File: src/rtl/ca_parity_pkg.sv
package ca_parity_pkg;
  localparam int ADDR_W = 18;
  localparam int BG_W   = 2;
  localparam int BA_W   = 2;
  // act_n, ras_n, cas_n, we_n + bank group + bank + address
  localparam int CMD_W  = 4 + BG_W + BA_W + ADDR_W;
endpackage

File: src/rtl/ca_parity_calc.sv
module ca_parity_calc #(
  parameter int W = 8,
  parameter bit SPLIT = 1'b1
) (
  input  logic [W-1:0] bits,
  output logic         odd
);
  localparam int HALF = W / 2;

  generate
    if (SPLIT && W > 3) begin : g_split
      logic lo_odd, hi_odd;
      assign lo_odd = ^bits[HALF-1:0];
      assign hi_odd = ^bits[W-1:HALF];
      assign odd    = lo_odd ^ hi_odd;
    end else begin : g_flat
      assign odd = ^bits;
    end
  endgenerate
endmodule

File: src/rtl/ca_hold_timer.sv
module ca_hold_timer #(
  parameter int LEN = 8
) (
  input  logic clk,
  input  logic rst_n,
  input  logic load,
  output logic active
);
  localparam int CW = $clog2(LEN + 1);
  localparam logic [CW-1:0] LEN_V = CW'(LEN);

  logic [CW-1:0] remain;

  always_ff @(posedge clk or negedge rst_n) begin
    if (!rst_n)           remain <= '0;
    else if (load)        remain <= LEN_V;
    else if (remain != 0) remain <= remain - 1'b1;
  end

  assign active = (remain != '0);

  // once loaded, the window runs down without stalling
  assert_window_drains_R4: assert property (@(posedge clk) disable iff (!rst_n)
    (active && !load) |=> (remain < $past(remain)));
  assert_window_loaded_R6: assert property (@(posedge clk) disable iff (!rst_n)
    load |=> active);
endmodule

File: src/rtl/ca_parity_guard.sv
module ca_parity_guard
  import ca_parity_pkg::*;
#(
  parameter int PAR_HOLD  = 64,
  parameter int CRC_PULSE = 8
) (
  input  logic              clk,
  input  logic              rst_n,
  input  logic              cs_n,
  input  logic              act_n,
  input  logic              ras_n,
  input  logic              cas_n,
  input  logic              we_n,
  input  logic [BG_W-1:0]   bg,
  input  logic [BA_W-1:0]   ba,
  input  logic [ADDR_W-1:0] addr,
  input  logic              par,
  input  logic              par_chk_en,
  input  logic              crc_err_req,
  input  logic              err_clear,
  output logic              cmd_valid_out,
  output logic [CMD_W-1:0]  cmd_out,
  output logic              alert_n,
  output logic              par_err_flag
);
  logic [CMD_W-1:0] cmd_bus;
  logic par_odd, rec_busy, crc_busy, sampled, par_err_evt;

  assign cmd_bus = {act_n, ras_n, cas_n, we_n, bg, ba, addr};

  ca_parity_calc #(.W(CMD_W + 1), .SPLIT(1'b1)) u_par (
    .bits ({cmd_bus, par}),
    .odd  (par_odd)
  );

  // Commands are looked at only outside a recovery window
  assign sampled     = !cs_n && !rec_busy;
  assign par_err_evt = sampled && par_chk_en && par_odd;

  ca_hold_timer #(.LEN(PAR_HOLD)) u_rec (
    .clk    (clk),
    .rst_n  (rst_n),
    .load   (par_err_evt),
    .active (rec_busy)
  );

  ca_hold_timer #(.LEN(CRC_PULSE)) u_crc (
    .clk    (clk),
    .rst_n  (rst_n),
    .load   (crc_err_req),
    .active (crc_busy)
  );

  assign alert_n = !(rec_busy || crc_busy);

  always_ff @(posedge clk or negedge rst_n) begin
    if (!rst_n) begin
      cmd_valid_out <= 1'b0;
      cmd_out       <= '0;
    end else begin
      cmd_valid_out <= sampled && !par_err_evt;
      if (sampled && !par_err_evt) cmd_out <= cmd_bus;
    end
  end

  always_ff @(posedge clk or negedge rst_n) begin
    if (!rst_n)           par_err_flag <= 1'b0;
    else if (par_err_evt) par_err_flag <= 1'b1;
    else if (err_clear)   par_err_flag <= 1'b0;
  end

  assert_cs_gate_R2: assert property (@(posedge clk) disable iff (!rst_n)
    cs_n |=> !cmd_valid_out);
  assert_no_fwd_in_recovery_R5: assert property (@(posedge clk) disable iff (!rst_n)
    rec_busy |=> !cmd_valid_out);
  assert_alert_on_err_R4: assert property (@(posedge clk) disable iff (!rst_n)
    par_err_evt |=> (!alert_n && !cmd_valid_out));
  assert_crc_alert_R6: assert property (@(posedge clk) disable iff (!rst_n)
    crc_err_req |=> !alert_n);
  assert_flag_sticky_R8: assert property (@(posedge clk) disable iff (!rst_n)
    (par_err_flag && !err_clear) |=> par_err_flag);
  assert_flag_set_R1: assert property (@(posedge clk) disable iff (!rst_n)
    par_err_evt |=> par_err_flag);
  assert_disabled_quiet_R3: assert property (@(posedge clk) disable iff (!rst_n)
    (!par_chk_en && !cs_n && !rec_busy) |=> cmd_valid_out);
endmodule

File: config.mk
export PLATFORM = sky130hd
export DESIGN_NAME = ca_parity_guard
export DESIGN_NICKNAME = d
export VERILOG_FILES = /design/src/rtl/ca_parity_pkg.sv /design/src/rtl/ca_parity_calc.sv /design/src/rtl/ca_hold_timer.sv /design/src/rtl/ca_parity_guard.sv
export SDC_FILE = /design/constraint.sdc
export NUM_CORES = 1
export LEC_CHECK = 0
export ABC_AREA = 0
export BUFFER_PORTS_ARGS = -buffer_cell sky130_fd_sc_hd__buf_2
export CAP_MARGIN = 20
export CORE_AREA = 2 2 72 74
export DETAILED_ROUTE_END_ITERATION = 12
export DIE_AREA = 0 0 74 76
export PLACE_DENSITY_LB_ADDON = 0.08
export SYNTH_ARGS = -nofsm -noshare
export SYNTH_HDL_FRONTEND = slang
export SYNTH_SLANG_ARGS = --single-unit
File: constraint.sdc
create_clock -name clk -period 2.88 [get_ports clk]
set_input_delay 0.576 -clock clk [delete_from_list [all_inputs] [get_ports clk]]
set_output_delay 0.576 -clock clk [all_outputs]
set_load 0.01 [all_outputs]
Word level (Yosys, flattened, before mapping) --
Cells that the tools add are included.
Operators by class: $add $sub $neg 2, multiply operators 0, div/mod/pow operators 0, magnitude comparators 0, equality and inequality tests 0, shift-type cells 0, muxes and demuxes 6, bitwise logic cells 1, reductions and logical operators 16
Operators with widths (count):
- 7-bit two-way mux | 2
- 14-bit XOR reduction | 1
- 13-bit XOR reduction | 1
- 4-bit two-way mux | 2
- 7-bit nonzero test | 1
- 7-bit by 1-bit subtractor with 7-bit output, second input constant | 1
- 2-bit nonzero test | 3
- 1-bit logical AND | 4
- 1-bit logical NOT | 4
- 4-bit nonzero test | 1
- 4-bit by 1-bit subtractor with 4-bit output, second input constant | 1
- 1-bit two-way mux | 2
- 1-bit logical OR | 1
- 1-bit XOR | 1
Storage, ports and cells: bits in registers 39, bits in latches 0, RAM bits 0, ROM bits 0, input bits 33, output and inout port bits 29, word-level logic and storage cells 30, memories kept 0

Longest topological paths before layout --
depth in word-level cells 7, depth in mapped cells 9, mapped depth without buffers 8

Cells and area by module --
From an unflattened synthesis, not the netlist that was laid out.
Unflattened totals: cell total of the unflattened synthesis 145, area, all modules 1913.1 µm²
Modules (own cells, without submodules):
- ca_parity_guard | times used 1, cells each 62, area an instance 1061.0 µm², seq. area each 700.7 µm²
- ca_hold_timer (u_rec) | times used 1, cells each 39, area an instance 389.1 µm², seq. area each 175.2 µm²
- ca_parity_calc | times used 1, cells each 24, area an instance 245.2 µm², seq. area each 0.0 µm²
- ca_hold_timer (u_crc) | times used 1, cells each 20, area an instance 217.7 µm², seq. area each 100.1 µm²

Worst setup path before layout --
Ideal clock, no wire load.
kind flip-flop to flip-flop, start point register u_rec.remain[0], end point register cmd_out[10], data arrival time 2.600 ns, data required time 2.755 ns, setup slack 0.155 ns, stages on the path, launching flop included 10, path buffers 2, period minus slack after synthesis 2.725 ns, path through dfrtp_1 > inv_1 > ha_1 > or3b_4 > or3_4 > or2_1 > buf_2 > a211oi_4 > buf_6 > mux2_2
On the way: longest elaborated chain between the ends 7
RTL lines:
- from (decl) | line ca_hold_timer.sv:12 | logic [CW-1:0] remain;
- from (signal assigned) | line ca_hold_timer.sv:17 | else if (remain != 0) remain <= remain - 1'b1;
- 7-bit nonzero test * | line ca_hold_timer.sv:20 | assign active = (remain != '0);
- 1-bit logical NOT * | line ca_parity_guard.sv:37 | assign sampled = !cs_n && !rec_busy;
- 1-bit logical AND * | line ca_parity_guard.sv:37
- 1-bit logical AND (2 in series) | line ca_parity_guard.sv:38 | assign par_err_evt = sampled && par_chk_en && par_odd;
- 1-bit logical NOT | line ca_parity_guard.sv:62 | if (sampled && !par_err_evt) cmd_out <= cmd_bus;
- 1-bit logical AND * | line ca_parity_guard.sv:62
- to (signal assigned) | line ca_parity_guard.sv:62
- to (decl) | line ca_parity_guard.sv:22 | output logic [CMD_W-1:0] cmd_out,
Mark *: on every way between the ends. The rest lies on a longest branch, timed or not. A chain may end at the register's enable or synchronous reset.

Final worst setup path --
start point register u_rec.remain[0], end point output alert_n
On the way: longest elaborated chain between the ends 3
RTL lines:
- 7-bit nonzero test | line ca_hold_timer.sv:20
- 1-bit logical OR | line ca_parity_guard.sv:54 | assign alert_n = !(rec_busy || crc_busy);
- 1-bit logical NOT | line ca_parity_guard.sv:54
- to (decl) | line ca_parity_guard.sv:23 | output logic alert_n,
No other way between the ends.

==> reports/metrics.csv <==
metric;value;unit
synth_edf_count;0;
outcome;finished, final reports clean;
worstMarginPinSlew;850;ps
synth_fa_ha_area_frac;0.0138;
ys_seq_elements;39;
cts_buffer_depth;2;
cts_setup_buffers;0;
antenna_left;0;
place_inst;265;
synth_fp_nets;170;
yosysSeqAreaShare;0.537;
setup_slack;111;ps
timing_hold_violations_final;0;
clkTransAtPathRegs;70;ps
grt_max_degree;40;
place_congestion;0.745;
rows;26;
multi_input_area;797;µm²
cp-end-kind;output port;
grt_pass1_wl;5730;µm
power_density;655;nW/µm²
synth_async_sr_flop_share;1.00;
slew_headroom;0.433;
synth-simple-area-share;0.0613;
muxShareOfSynthArea;0.173;
grt_pass1_vias;1298;
cts.sink_count;39;
overflow;0;
slew_viol_final;0;
drt_iter0_drc;32;
cts-root-buf;clkbuf_8;
cts_tree;yes;
avgRoutedWirePerCell;12.7;µm
synth_compound_area_frac;0.0372;
cp.arrival;2190;ps
drt-total-wl;3470;µm
syn2layout_area_growth;26.4;%
cts_buffers;5;
via_count;1221;
worstPathMaxFanout;5;
synth_flop_cell;dfrtp_1;
synth.distinct_cells;27;
layout-drive-gt1-share;0.493;
rsz0062_at_grt;no;
drcViolationCount;0;
yosys_warnings;0;
die_w;74;µm
synth_xor_area_frac;0.150;
die_h;76;µm
area.sequential;976;µm²
die_area;5620;µm²
pre_cts_ws;122;ps
core_area;4910;µm²
yosys-top-cells-count;39 x dfrtp_1, 25 x mux2_2, 22 x xnor2_1;
setup_tns;0;ps
worstHoldPathType;input pin to asynchronous set/reset pin;
synth.area.top_cells;dfrtp_1 54%, mux2_2 15%, xnor2_1 11%, xnor3_1 2.5%, xor2_1 1.9%;
fin_crit;2770;ps
final_nets;237;
synth_cells;135;
clk_latency;280;ps
synth_area;1820;µm²
final_cell_count_no_fill;273;
setup_viol;0;
drt_pre_antenna_iters;4;
grt_antenna_before_repair;0;
io_buffers;61;
crit_type;flip-flop to output port;
avgViaCountPerCell;4.47;
power_leakage;1.18;nW
diodes;0;
fin_worst_skew;2.77;ps
yosys.cell_count.top_type;dfrtp_1;
cp.required;2300;ps
peakVddDrop;0.298;mV
synth_area_per_cell;13.5;µm²
drv_cap;0;
synth_top_family_by_area;multiplexers;
start_util;0.370;
io_pins;62;
grt.total_usage;0.133;
hpwlAfterDp;2750;µm
synth_top_area_cell;dfrtp_1;
synth_top_area_frac;0.537;
finalCritPeriodShare;0.962;
fmax;361;MHz
htree_levels;2;
cts_hold_buf;0;
start_kind;flip-flop;
n_fill_cell;498;
through the flow:
step	total power, W	hold slack, ps	utilization	cell area, µm²
3_5_place_dp	0.00118	462	0.450	2210
5_1_grt	0.00161	458	0.468	2300
3_3_place_gp	0.00116	464	0.450	2210
4_1_cts	0.00154	425	0.467	2290
2_1_floorplan	0.00101	280	-	1820
6_report	0.00150	393	0.468	2300
metal layers:
| layer | GRT usage | up-vias | routed length, µm |
|---|---|---|---|
| met4 | 0.0436 | 0 | 23 |
| met3 | 0.0476 | 4 | 234 |
| met5 | 0 | - | 0 |
| met2 | 0.233 | 34 | 1820 |
| li1 | - | 592 | - |
| met1 | 0.144 | 591 | 1400 |
cells by family after synthesis:
group / after synthesis
fa+ha+maj: 2
compound gates: 7
xor+xnor: 28
flops: 39
mux: 28
buf+inv: 9
simple gates: 22
layout make-up:
type | instances | area share
repair buffers | 63 | 0.145
clock buffers | 7 | 0.0332
well taps | 70 | 0.0381
multi-input cells | 87 | 0.347
clock inverters | 1 | 0.00218
flip-flops and latches | 39 | 0.425
inverters | 6 | 0.00980
sequential cells by signal, indices dropped and copies added, names as in the netlist:
signal         flops
u_crc.remain       4
cmd_out           26
u_rec.remain       7
cmd_valid_out      1
par_err_flag       1
what timing repair did:
action / in CTS / in global routing
cloned: 0 / 0
endpoints found under the setup margin: 1 / 1
gates resized for setup: 1 / 2
path summary, 6_finish.rpt:
check | cells past startpoint | end | start | slack [ps]
setup / recovery | 7 | alert_n | u_rec.remain[0]$_DFFE_PN0P_ | 110
hold reg to reg | 1 | u_rec.remain[5]$_DFFE_PN0P_ | u_rec.remain[5]$_DFFE_PN0P_ | 480
setup reg to reg | 8 | cmd_out[5]$_DFFE_PN0P_ | u_rec.remain[0]$_DFFE_PN0P_ | 240
hold / removal | 1 | cmd_out[6]$_DFFE_PN0P_ | rst_n | 390
max in group asynchronous | 1 | cmd_out[2]$_DFFE_PN0P_ | rst_n | 1950
min in group clk | 2 | par_err_flag$_DFFE_PN0P_ | err_clear | 470
layout by cell type, fill, tap and decap left out, types with 2 or more instances in the layout:
cell,netlist,final
buf_2,1,61
clkbuf_1,0,2
clkbuf_8,0,5
dfrtp_1,39,39
inv_1,6,5
mux2_1,3,3
mux2_2,25,25
nand2_1,5,5
nor2_1,8,8
nor3_1,2,2
xnor2_1,22,22
xnor3_1,2,2
xor2_1,4,4
where the power goes:
group	total (W)	leakage, nW	internal, W	switching (W)
Clock	0.000344	0.0422	0.000170	0.000174
Combinational	0.000450	0.618	0.000240	0.000210
Sequential	0.000710	0.515	0.000651	0.0000585
critical path, cell delays in order, from the launching register on:
cell and delay, ps:
dfrtp_1 390, inv_2 90, ha_2 180, or3b_4 390, or3_4 350, or2_4 270, nor2_1 110, buf_2 130
Note: power is estimated with default switching activity, not from simulation.
